### config.mk
export PLATFORM = sky130hd
export DESIGN_NAME = cfgsp_func
export DESIGN_NICKNAME = d
export VERILOG_FILES = /design/src/rtl/cfgsp_pkg.sv /design/src/rtl/cfgsp_access_dec.sv /design/src/rtl/cfgsp_hdr_regs.sv /design/src/rtl/cfgsp_cap_list.sv /design/src/rtl/cfgsp_func.sv
export SDC_FILE = /design/constraint.sdc
export NUM_CORES = 1
export LEC_CHECK = 0
export ABC_AREA = 1
export BUFFER_PORTS_ARGS = -buffer_cell sky130_fd_sc_hd__buf_2
export CORE_MARGIN = 3
export CORE_UTILIZATION = 41
export DETAILED_ROUTE_END_ITERATION = 8
export HOLD_SLACK_MARGIN = 0.1
export PLACE_DENSITY = 0.6
export SYNTH_ARGS = -nofsm -noshare
export SYNTH_HDL_FRONTEND = slang
export SYNTH_SLANG_ARGS = --single-unit
export TNS_END_PERCENT = 20
### constraint.sdc
create_clock -name clk -period 3.3 [get_ports clk]
set_clock_uncertainty 0.2 [all_clocks]
set_input_delay 0.66 -clock clk [delete_from_list [all_inputs] [get_ports clk]]
set_output_delay 0.66 -clock clk [all_outputs]
set_load 0.1 [all_outputs]
### src/rtl/cfgsp_pkg.sv
// Shared encodings for the configuration space block.
// Assumes byte offsets of 8 bits (256-byte space) and dword-granular storage.
package cfgsp_pkg;
    typedef enum logic [1:0] {
        SZ_BYTE = 2'd0,
        SZ_HALF = 2'd1,
        SZ_WORD = 2'd2,
        SZ_BAD  = 2'd3
    } acc_size_e;

    // Header dword indices that carry registers.
    localparam int unsigned DW_IDENT  = 0;
    localparam int unsigned DW_CMDSTS = 1;
    localparam int unsigned DW_CAPPTR = 13;
    localparam int unsigned DW_INTR   = 15;
    localparam int unsigned HDR_DWORDS = 16;
    localparam int unsigned STS_CAP_BIT = 20; // bit 4 of the status half

    // Mask covering the bytes of an access of the given size.
    function automatic logic [31:0] size_mask(input acc_size_e sz);
        case (sz)
            SZ_BYTE: size_mask = 32'h0000_00FF;
            SZ_HALF: size_mask = 32'h0000_FFFF;
            default: size_mask = 32'hFFFF_FFFF;
        endcase
    endfunction
endpackage

### src/rtl/cfgsp_access_dec.sv
// Access decoder: checks natural alignment and derives the dword index
// and the byte enables inside that dword. Purely combinational.
// Assumes size codes from cfgsp_pkg; code 3 is always an error.
module cfgsp_access_dec
    import cfgsp_pkg::*;
#(
    parameter int unsigned ADDR_W = 8
) (
    input  logic [ADDR_W-1:0] addr,
    input  acc_size_e         size,
    output logic              misaligned,
    output logic [ADDR_W-3:0] dw_idx,
    output logic [3:0]        byte_en
);
    // Alignment rule per size.
    always_comb begin
        case (size)
            SZ_BYTE: misaligned = 1'b0;
            SZ_HALF: misaligned = addr[0];
            SZ_WORD: misaligned = |addr[1:0];
            default: misaligned = 1'b1;
        endcase
    end

    // Byte lanes touched inside the addressed dword.
    always_comb begin
        case (size)
            SZ_BYTE: byte_en = 4'b0001 << addr[1:0];
            SZ_HALF: byte_en = 4'b0011 << addr[1:0];
            SZ_WORD: byte_en = 4'b1111;
            default: byte_en = 4'b0000;
        endcase
    end

    assign dw_idx = addr[ADDR_W-1:2];
endmodule

### src/rtl/cfgsp_hdr_regs.sv
// Standard header region (dwords 0..15): identity, status with the
// capability-present flag, capability pointer, interrupt line/pin.
// Only bytes selected by RW_MASK in the interrupt dword are writable.
// Assumes byte-lane-aligned write data and a qualified write strobe.
module cfgsp_hdr_regs
    import cfgsp_pkg::*;
#(
    parameter logic [15:0] VENDOR_ID = 16'h1D0F,
    parameter logic [15:0] DEVICE_ID = 16'h7A21,
    parameter logic [7:0]  INT_PIN   = 8'h01,
    parameter logic [7:0]  CAP_BASE  = 8'h44,
    parameter int unsigned DW_W      = 6
) (
    input  logic            clk,
    input  logic            rst_n,
    input  logic            wr_en,
    input  logic [DW_W-1:0] dw_idx,
    input  logic [3:0]      byte_en,
    input  logic [31:0]     wr_lane,
    input  logic            list_nonempty,
    output logic            hdr_hit,
    output logic [31:0]     hdr_dword
);
    localparam logic [31:0] RW_MASK = 32'h0000_00FF;

    logic [31:0] intr_q;
    logic [31:0] lane_mask;
    logic        intr_wr;

    // Expand byte enables to a bit mask restricted to writable bits.
    always_comb begin
        for (int b = 0; b < 4; b++) begin
            lane_mask[b*8 +: 8] = {8{byte_en[b]}};
        end
        lane_mask = lane_mask & RW_MASK;
    end

    assign intr_wr = wr_en && (dw_idx == DW_W'(DW_INTR)) && (|lane_mask);
    assign hdr_hit = (dw_idx < DW_W'(HDR_DWORDS));

    // Interrupt dword: merge writable bytes, clear on reset.
    always_ff @(posedge clk) begin
        if (!rst_n) begin
            intr_q <= '0;
        end else if (intr_wr) begin
            intr_q <= (intr_q & ~lane_mask) | (wr_lane & lane_mask);
        end
    end

    // Read mux over the header dwords.
    always_comb begin
        hdr_dword = '0;
        if (hdr_hit) begin
            case (int'(dw_idx))
                DW_IDENT:  hdr_dword = {DEVICE_ID, VENDOR_ID};
                DW_CMDSTS: hdr_dword = 32'(list_nonempty) << STS_CAP_BIT;
                DW_CAPPTR: hdr_dword = {24'h0, list_nonempty ? CAP_BASE : 8'h00};
                DW_INTR:   hdr_dword = (intr_q & RW_MASK) | {16'h0, INT_PIN, 8'h00};
                default:   hdr_dword = '0;
            endcase
        end
    end

    // interrupt line holds unless a write hits its byte.
    p_intline_hold_r4: assert property (@(posedge clk) disable iff (!rst_n)
        !(wr_en && dw_idx == DW_W'(DW_INTR) && byte_en[0]) |=> $stable(intr_q[7:0]));
endmodule

### src/rtl/cfgsp_cap_list.sv
// Capability list: CAP_MAX four-byte slots from CAP_BASE upward, filled in
// load order. Each slot's next pointer is derived from the fill count,
// so the chain always ends at the newest entry.
// Assumes CAP_BASE is dword aligned and CAP_BASE + 4*CAP_MAX <= 256.
module cfgsp_cap_list #(
    parameter int unsigned CAP_MAX  = 8,
    parameter logic [7:0]  CAP_BASE = 8'h44,
    parameter int unsigned DW_W     = 6
) (
    input  logic            clk,
    input  logic            rst_n,
    input  logic            load_valid,
    input  logic [7:0]      load_id,
    input  logic [15:0]     load_data,
    input  logic [DW_W-1:0] dw_idx,
    output logic            cap_hit,
    output logic [31:0]     cap_dword,
    output logic            list_nonempty,
    output logic            load_done,
    output logic            load_err
);
    localparam int unsigned CNT_W   = $clog2(CAP_MAX + 1);
    localparam int unsigned BASE_DW = int'(CAP_BASE) / 4;

    logic [CNT_W-1:0] count_q;
    logic             full;
    logic             accept;
    logic [31:0]      slot_dw [CAP_MAX];
    logic [DW_W-1:0]  rel;

    assign full          = (count_q == CNT_W'(CAP_MAX));
    assign accept        = load_valid && !full;
    assign list_nonempty = (count_q != '0);

    // Fill count: grows by one per accepted load.
    always_ff @(posedge clk) begin
        if (!rst_n) begin
            count_q <= '0;
        end else if (accept) begin
            count_q <= count_q + 1'b1;
        end
    end

    // Load handshake result, one cycle after the load.
    always_ff @(posedge clk) begin
        if (!rst_n) begin
            load_done <= 1'b0;
            load_err  <= 1'b0;
        end else begin
            load_done <= load_valid;
            load_err  <= load_valid && full;
        end
    end

    for (genvar k = 0; k < CAP_MAX; k++) begin : g_slot
        localparam logic [7:0] NEXT_OFS = 8'(int'(CAP_BASE) + 4 * (k + 1));
        logic [7:0]  id_q;
        logic [15:0] dat_q;
        logic        used;
        logic        linked;

        // Slot storage, written once when it is the next free slot.
        always_ff @(posedge clk) begin
            if (!rst_n) begin
                id_q  <= '0;
                dat_q <= '0;
            end else if (accept && count_q == CNT_W'(k)) begin
                id_q  <= load_id;
                dat_q <= load_data;
            end
        end

        assign used   = (count_q > CNT_W'(k));
        assign linked = (count_q > CNT_W'(k + 1));
        // Entry image with hardware-built next pointer.
        assign slot_dw[k] = used ? {dat_q, (linked ? NEXT_OFS : 8'h00), id_q} : 32'h0;
    end

    assign rel     = dw_idx - DW_W'(BASE_DW);
    assign cap_hit = (dw_idx >= DW_W'(BASE_DW)) && (rel < DW_W'(CAP_MAX));

    // Slot read mux.
    always_comb begin
        cap_dword = '0;
        for (int k = 0; k < CAP_MAX; k++) begin
            if (cap_hit && rel == DW_W'(k)) cap_dword = slot_dw[k];
        end
    end

    // the count never passes the slot count.
    p_no_overflow_r9: assert property (@(posedge clk) disable iff (!rst_n)
        count_q <= CNT_W'(CAP_MAX));
    // an accepted load extends the list by exactly one.
    p_append_grow_r8: assert property (@(posedge clk) disable iff (!rst_n)
        (load_valid && !full) |=> (count_q == $past(count_q) + 1'b1) && load_done && !load_err);
    // a load into a full list is refused and changes nothing.
    p_full_refuse_r9: assert property (@(posedge clk) disable iff (!rst_n)
        (load_valid && full) |=> load_err && $stable(count_q));
endmodule

### src/rtl/cfgsp_func.sv
// Top: per-function configuration space. Decodes each request, routes it
// to the header or capability region, and registers a one-cycle response
// with right-justified read data. Capability loads arrive on their own port.
// Assumes one request per cycle; reads see state from before a same-cycle load.
module cfgsp_func
    import cfgsp_pkg::*;
#(
    parameter logic [15:0] VENDOR_ID = 16'h1D0F,
    parameter logic [15:0] DEVICE_ID = 16'h7A21,
    parameter logic [7:0]  INT_PIN   = 8'h01,
    parameter int unsigned CAP_MAX   = 8,
    parameter logic [7:0]  CAP_BASE  = 8'h44
) (
    input  logic        clk,
    input  logic        rst_n,
    input  logic        req_valid,
    input  logic        req_write,
    input  logic [7:0]  req_addr,
    input  logic [1:0]  req_size,
    input  logic [31:0] req_wdata,
    output logic        rsp_valid,
    output logic        rsp_err,
    output logic [31:0] rsp_rdata,
    input  logic        cap_load_valid,
    input  logic [7:0]  cap_load_id,
    input  logic [15:0] cap_load_data,
    output logic        cap_done,
    output logic        cap_err
);
    localparam int unsigned ADDR_W = 8;
    localparam int unsigned DW_W   = ADDR_W - 2;

    acc_size_e       size;
    logic            misaligned;
    logic [DW_W-1:0] dw_idx;
    logic [3:0]      byte_en;
    logic [31:0]     wr_lane;
    logic            hdr_hit, cap_hit, nonempty;
    logic [31:0]     hdr_dword, cap_dword, sel_dword, rd_val;
    logic            wr_ok;

    assign size    = acc_size_e'(req_size);
    assign wr_lane = req_wdata << {req_addr[1:0], 3'b000};
    assign wr_ok   = req_valid && req_write && !misaligned;

    cfgsp_access_dec #(.ADDR_W(ADDR_W)) u_dec (
        .addr       (req_addr),
        .size       (size),
        .misaligned (misaligned),
        .dw_idx     (dw_idx),
        .byte_en    (byte_en)
    );

    cfgsp_hdr_regs #(
        .VENDOR_ID (VENDOR_ID),
        .DEVICE_ID (DEVICE_ID),
        .INT_PIN   (INT_PIN),
        .CAP_BASE  (CAP_BASE),
        .DW_W      (DW_W)
    ) u_hdr (
        .clk           (clk),
        .rst_n         (rst_n),
        .wr_en         (wr_ok),
        .dw_idx        (dw_idx),
        .byte_en       (byte_en),
        .wr_lane       (wr_lane),
        .list_nonempty (nonempty),
        .hdr_hit       (hdr_hit),
        .hdr_dword     (hdr_dword)
    );

    cfgsp_cap_list #(
        .CAP_MAX  (CAP_MAX),
        .CAP_BASE (CAP_BASE),
        .DW_W     (DW_W)
    ) u_caps (
        .clk           (clk),
        .rst_n         (rst_n),
        .load_valid    (cap_load_valid),
        .load_id       (cap_load_id),
        .load_data     (cap_load_data),
        .dw_idx        (dw_idx),
        .cap_hit       (cap_hit),
        .cap_dword     (cap_dword),
        .list_nonempty (nonempty),
        .load_done     (cap_done),
        .load_err      (cap_err)
    );

    // Region select; unmapped offsets fall through to zero.
    always_comb begin
        if (hdr_hit)      sel_dword = hdr_dword;
        else if (cap_hit) sel_dword = cap_dword;
        else              sel_dword = '0;
    end

    // Right-justify the addressed bytes and trim to the access width.
    assign rd_val = (sel_dword >> {req_addr[1:0], 3'b000}) & size_mask(size);

    // Response register: one cycle after the request.
    always_ff @(posedge clk) begin
        if (!rst_n) begin
            rsp_valid <= 1'b0;
            rsp_err   <= 1'b0;
            rsp_rdata <= '0;
        end else begin
            rsp_valid <= req_valid;
            rsp_err   <= req_valid && misaligned;
            rsp_rdata <= (req_valid && !req_write && !misaligned) ? rd_val : 32'h0;
        end
    end

    // every request is answered in the next cycle.
    p_rsp_follow_r2: assert property (@(posedge clk) disable iff (!rst_n)
        req_valid |=> rsp_valid);
    // an unaligned word access is refused.
    p_misalign_err_r1: assert property (@(posedge clk) disable iff (!rst_n)
        (req_valid && req_size == 2'd2 && req_addr[1:0] != 2'b00) |=> (rsp_err && rsp_rdata == 32'h0));
    // an unaligned half access is refused.
    p_misalign_half_r1: assert property (@(posedge clk) disable iff (!rst_n)
        (req_valid && req_size == 2'd1 && req_addr[0]) |=> rsp_err);
    // status flag read follows the list having an entry.
    p_status_track_r5: assert property (@(posedge clk) disable iff (!rst_n)
        (req_valid && !req_write && req_size == 2'd0 && req_addr == 8'h06 && !nonempty)
        |=> rsp_rdata == 32'h0);
endmodule

=== Word level (Yosys, flattened, before mapping) ===
Cells that the tools add are included.

* Register bits: 264
* Bits of input ports: 71
* Output and inout bits: 36

* Add/subtract/negate cells: 2
* Magnitude comparators: 12
* Eq/ne operators: 20
* Shifts and indexed selects: 4
* Multiplexer cells: 31
* Bitwise operators: 5
* Reduce and logical (&&, ||, !) cells: 36

{| class="wikitable"
|+ Operators by type and width
! operator !! count
|-
| $mux W32 || 18
|-
| $pmux W31 S4 || 1
|-
| $and A32 B32 Y32 || 2
|-
| $pmux W32 S2 || 1
|-
| $mux W7 || 9
|-
| $and A32 B8 Y32 || 1
|-
| $not A8 Y32 || 1
|-
| $or A32 B32 Y32 || 1
|-
| $shl A32 B5 Y32 || 1
|-
| $shr A32 B5 Y32 || 1
|-
| $logic_and A1 B1 Y1 || 26
|-
| $eq A6 B3 Y1 const B || 4
|-
| $eq A4 B3 Y1 const B || 4
|-
| $gt A4 B3 Y1 const B || 4
|-
| $eq A6 B1 Y1 const B || 2
|-
| $eq A6 B2 Y1 const B || 2
|-
| $eq A6 B4 Y1 const B || 2
|-
| $logic_not A6 Y1 || 2
|-
| $eq A4 B2 Y1 const B || 2
|-
| $gt A4 B1 Y1 const B || 2
|-
| $gt A4 B2 Y1 const B || 2
|-
| $ge A6 B5 Y1 const B || 1
|-
| $lt A6 B4 Y1 const B || 1
|-
| $lt A6 B5 Y1 const B || 1
|-
| other kinds (16) || 19
|}

=== Depth between registers and ports, before layout ===
* Depth after elaboration: 16
* Gate-level depth with buffers: 18

=== Cells and area by module ===
A second synthesis with hierarchy kept.

* Cell total of the unflattened synthesis: 1,819
* Area total of the unflattened synthesis: 12,364.4 µm²

{| class="wikitable"
|+ By module, submodules not included
! module !! instances !! cells an instance !! area an instance (µm²) !! seq. area each (µm²)
|-
| cfgsp_cap_list || 1 || 1,274 || 9,017.4 || 3,963.8
|-
| cfgsp_func || 1 || 399 || 2,467.4 || 680.7
|-
| cfgsp_hdr_regs || 1 || 118 || 740.7 || 160.2
|-
| cfgsp_access_dec || 1 || 28 || 138.9 || 0.0
|}

=== Worst setup path before layout ===
Ideal clock, no wire load.

* Path type: input -> register
* Start: input req_addr[5]
* End: register rsp_rdata[4]
* Arrival: 2,098 ps
* Required time: 2,986 ps
* Slack: 887 ps
* Stages: 15
* Path buffers: 1
* Path through: nor2_1 > nand2_4 > nand2_4 > nor2_8 > nand2_4 > inv_2 > nand2_2 > inv_2 > buf_2 > a21oi_1 > nand4_1 > nand2_1 > nand3_1 > a21oi_1 > nor2_1

* Longest elaborated chain between the ends: 16

{| class="wikitable"
|+ RTL lines
! what !! RTL line !! RTL
|-
| start, declared || cfgsp_func.sv:18 || <nowiki>input logic [7:0] req_addr,</nowiki>
|-
| $sub A6 B5 Y6 || cfgsp_cap_list.sv:79 || <nowiki>assign rel = dw_idx - DW_W'(BASE_DW);</nowiki>
|-
| $lt A6 B4 Y1 || cfgsp_cap_list.sv:80 || <nowiki>assign cap_hit = (dw_idx >= DW_W'(BASE_DW)) && (rel < DW_W'(CAP_MAX));</nowiki>
|-
| $logic_and A1 B1 Y1 || cfgsp_cap_list.sv:80 ||
|-
| $logic_and A1 B1 Y1 || cfgsp_cap_list.sv:86 || <nowiki>if (cap_hit && rel == DW_W'(k)) cap_dword = slot_dw[k];</nowiki>
|-
| $mux W32 (8 in series) || cfgsp_cap_list.sv:86 ||
|-
| $mux W32 || cfgsp_func.sv:93 || <nowiki>else if (cap_hit) sel_dword = cap_dword;</nowiki>
|-
| $mux W32 * || cfgsp_func.sv:92 || <nowiki>if (hdr_hit) sel_dword = hdr_dword;</nowiki>
|-
| $shr A32 B5 Y32 * || cfgsp_func.sv:98 || <nowiki>assign rd_val = (sel_dword >> {req_addr[1:0], 3'b000}) & size_mask(size);</nowiki>
|-
| $and A32 B32 Y32 * || cfgsp_func.sv:98 ||
|-
| end signal, assigned || cfgsp_func.sv:109 || <nowiki>rsp_rdata <= (req_valid && !req_write && !misaligned) ? rd_val : 32'h0;</nowiki>
|-
| end, declared || cfgsp_func.sv:23 || <nowiki>output logic [31:0] rsp_rdata,</nowiki>
|}

Every way passes the cells marked *; elsewhere a longest branch is shown, timed or not.
A chain may end at the register's enable or synchronous reset.

=== Worst setup path in the final report ===
* Start: register u_caps.count_q[1]
* End: register rsp_rdata[4]

* Longest elaborated chain between the ends: 14

{| class="wikitable"
|+ RTL lines
! what !! RTL line !! RTL
|-
| start, declared || cfgsp_cap_list.sv:25 || <nowiki>logic [CNT_W-1:0] count_q;</nowiki>
|-
| start signal, assigned || cfgsp_cap_list.sv:40 || <nowiki>count_q <= count_q + 1'b1;</nowiki>
|-
| $gt A4 B1 Y1 || cfgsp_cap_list.sv:73 || <nowiki>assign used = (count_q > CNT_W'(k));</nowiki>
|-
| $mux W32 || cfgsp_cap_list.sv:76 || <nowiki>assign slot_dw[k] = used ? {dat_q, (linked ? NEXT_OFS : 8'h00), id_q} : 32'h0;</nowiki>
|-
| $mux W32 (8 in series) || cfgsp_cap_list.sv:86 ||
|-
| $mux W32 || cfgsp_func.sv:93 ||
|-
| $mux W32 * || cfgsp_func.sv:92 ||
|-
| $shr A32 B5 Y32 * || cfgsp_func.sv:98 ||
|-
| $and A32 B32 Y32 * || cfgsp_func.sv:98 ||
|}

Marked as above.

==> results.txt <==
* Outcome: finished, final reports clean
* Horizontal extent of the die: 168 um
- Number of buffers created by CTS: 27
* Post-synth design cell area: 10800 um^2
- The critical path contains buffers and inverters numbering 3 combined.
- In the final layout, flip-flops and latches occupy 4800 um^2.
- Starting density of the core: 42.3%
- The worst-case IR drop observed on VDD is 398 uV.
* Number of hold buffers added after cts: 0
- EDFF count, synth: 0
* Number of post-CTS setup repair buffers: 0
- The worst hold path belongs to the class in -> reg.
* Tightest Pin Transition: 0.909 ns
- Instance count of the mapped netlist: 1548
- Number of antenna violations at the first check in global routing: 1
- The share of synthesized area in the top cell type comes to 44.6%.
- Setup crit end kind: flop
* # Max-Cap Violations: 0
- The detail route stage leaves a number of antenna-violating nets equal to 0.
- Detailed placement ended at an HPWL of 21900 um.
- After synthesis, the share of cell area in mux cells is 0%.
- On the critical path, the stage with the largest delay is an instance of sky130_fd_sc_hd__dfxtp_1.
- TritonCTS built the clock tree.
- Across every metal layer, demand over resource in global routing totals 23.1%.
* Largest stage delay, worst path: 0.32 ns
- Counting I/O delays and the setup requirement, the final critical path takes 2.88 ns.
* Pwr dens: 536 nW/um^2
- The first detailed-routing pass took 5 iterations.
* Vias in the first global route: 9536
* Seq cells post-synth: 240
- The number of max-slew violations in the final report is 0.
- Post-synthesis compound-gate area fraction: 18.7%
* Final routed wirelength across all metal layers: 33400 um
- Share of the clock period used by the worst path after layout: 87.2%
- Category of cells accounting for the largest share of critical-path delay: simple AND/OR/NAND/NOR gates
* Ys Warns: 0
* Instance area at placement: 11500 um^2
- In this run the standard cell core region covers 25500 um^2.
- Number of gates resized after cts: 0
- Part of the Yosys area used for sequential elements: 44.6%
- By instance count, the leading cell after synthesis is sky130_fd_sc_hd__nor2_1.
- The worst pin sits at a relative slew slack of 39.4%.
- Entering global routing, the biggest net connects 172 pins.
* Critical path, cell by cell: inv_1 > ha_1 > inv_1 > nor2_2 > inv_2 > nand3_1 > nand2_1 > nor2_1 > nand4_1 > nand2_1 > nand3_1 > a21oi_1 > nor2_1
- Dividing the detail-routed via count by the number of cells gives 5.28.
- For this run, the leading register cell type out of synthesis is sky130_fd_sc_hd__dfxtp_1.
- Dominant combinational cell family by area after synthesis: simple AND/OR/NAND/NOR gates
- After Yosys synthesis, full adders, half adders and majority gates account for 0.349% of the synthesized area.
- Wire length per cell after detailed routing: 17.1 um
- Clock tree synthesis selected as its root buffer the cell sky130_fd_sc_hd__clkbuf_16.
* Syn_nets: 1622
- Input and output buffers added on the ports amount to 82.
- Setup Viol. Count Final: 0
* Upper clock frequency limit: 348 MHz
- For this run the aggregate overflow at the end of global routing stands at 0.
* Drt first-iter violations: 1173
- In the post-route analysis, the smallest setup slack over all paths is 0.423 ns.
- Clock Tree Buf Depth: 3
- Largest cells by area after synthesis: sky130_fd_sc_hd__dfxtp_1 45%, sky130_fd_sc_hd__o21ai_0 10%, sky130_fd_sc_hd__nor2_1 9.6%
- Area growth from synthesis to layout: 15.3%
- The die is 168 um tall.
- Critical path class: reg -> reg
- Worst slack, placed: 0.309 ns
- Cells with a size suffix above 1 make up 12.2% of the layout.
- For this design the static power due to leakage is 5.13 nW.
- The congestion estimate from routability-driven global placement came to 0.867.
- During I/O placement, the number of pins put on the boundary was 107.
- Row generation in the floorplan step produced 58 rows.
- Along the worst path, the maximum fanout reaches 26.
* Footprint of the multi-input gates: 5050 um^2
- Simple-gate portion of the synthesized area: 27.7%
- For this run, the post-layout net count is 1671.
* Setup TNS: 0 ns
- Worst Path Arrival: 3.09 ns
* Clock edge transition at the registers on the reported setup and hold paths: 0.06 ns
- Average size of a mapped cell: 6.95 um^2
- FFs w/ async S/R, synth: 0%
- Yosys mapped the design onto 35 distinct sky130hd cell types.
- Top cells by count, synth: 275 x sky130_fd_sc_hd__nor2_1, 240 x sky130_fd_sc_hd__dfxtp_1, 220 x sky130_fd_sc_hd__nand2_1, 220 x sky130_fd_sc_hd__o21ai_0, 147 x sky130_fd_sc_hd__a21oi_1
- The synthesized netlist devotes 0% of its cell area to XOR and XNOR gates.
* First-pass GRT wire length: 52800 um
- The finished cells cover 12400 um^2.
- The filler cells instantiated in the layout total 2599.
- The die covers 28200 um^2.
- # H-tree levels: 1
- Setup slack on the worst flop-to-flop path: 0.42 ns
- In the routed design, unresolved DRC markers number 0.
- The count of endpoints failing hold in the final timing report came to 0.
* Number of clock sinks: 240
- Setup repair after global routing left no endpoint under its margin.
- The design draws 6.65 mW.
* Vias: 10300
* Category of the worst setup path launch point: flop
- STA puts the critical path data required time at 3.52 ns.
- Insertion delay to the later sink of the worst-skew pair: 0.54 ns
- Largest area contributor in the netlist: sky130_fd_sc_hd__dfxtp_1
## tightest hold or removal path, stage by stage
cell                     delay (ns)
sky130_fd_sc_hd__buf_2         0.08
sky130_fd_sc_hd__nor2_1        0.03
sky130_fd_sc_hd__nor2_1        0.08
## layer usage
metal	up-vias	routed length [um]	share of wire, %	track usage (%)
met5	-	0	0	0
met4	0	813	2.4	6.87
li1	5176	-	-	-
met2	345	14500	44	36.1
met3	55	2260	6.8	2.91
met1	4724	15800	47	33.6
## layout make-up
cell class / instances / share of cell area, %
diodes: 1 / 0.0202
clock buffers: 35 / 6.17
clock inverters: 15 / 1.37
inverters: 140 / 4.25
multi-input cells: 1075 / 40.7
flip-flops and latches: 240 / 38.7
well taps: 330 / 3.33
repair buffers: 113 / 5.50
## cell usage in the layout (no fill, tap or decap), drive strengths merged, types with 2 or more instances in the layout
cell and n:
a211oi 2, a21oi 148, a31oi 12, buf 113, bufinv 3, clkbuf 35
clkinv 11, clkinvlp 5, dfxtp 240, ha 3, inv 136, nand2 229
nand3 122, nand3b 2, nand4 30, nor2 285, nor3 10, nor4 2
o21ai 225, o22ai 3
## flip-flops by register name, summed over array words and instances, names as in the netlist, named ones only
register,cells
u_caps.count_q,4
rsp_err,1
rsp_valid,1
u_caps.g_slot.dat_q,128
u_caps.g_slot.id_q,64
u_caps.load_done,1
u_caps.load_err,1
rsp_rdata,32
## metrics by stage
stage	util, %	cells	hold slack (ns)
after global placement	45.0	1898	0.233
after floorplan	-	1548	0.224
after CTS	48.7	1948	0.141
final	48.7	1949	0.157
after global routing	48.7	1949	0.151
after detailed placement	45.0	1898	0.236
## where the power goes
group / switching, mW / total [mW] / internal (mW)
logic: 0.379 / 0.515 / 0.135
registers: 0.0356 / 3.01 / 2.97
clock network: 1.25 / 3.13 / 1.87
## path summary, 6_finish.rpt
kind                             start                        end  cells past startpoint
max                  u_caps.count_q[1]               rsp_rdata[4]                     13
min                       req_wdata[4]                       flop                      3
max reg2reg          u_caps.count_q[1]               rsp_rdata[4]                     13
min reg2reg  u_caps.g_slot[5].dat_q[0]  u_caps.g_slot[5].dat_q[0]                      2
## cells by family after synthesis
family	count (synthesis)
and+or+nand+nor	680
AOI/OAI and AO/OA	392
DFF	240
buffers and inverters	233
adders and majority gates	3
No activity file was read; power rests on OpenSTA's default activity.
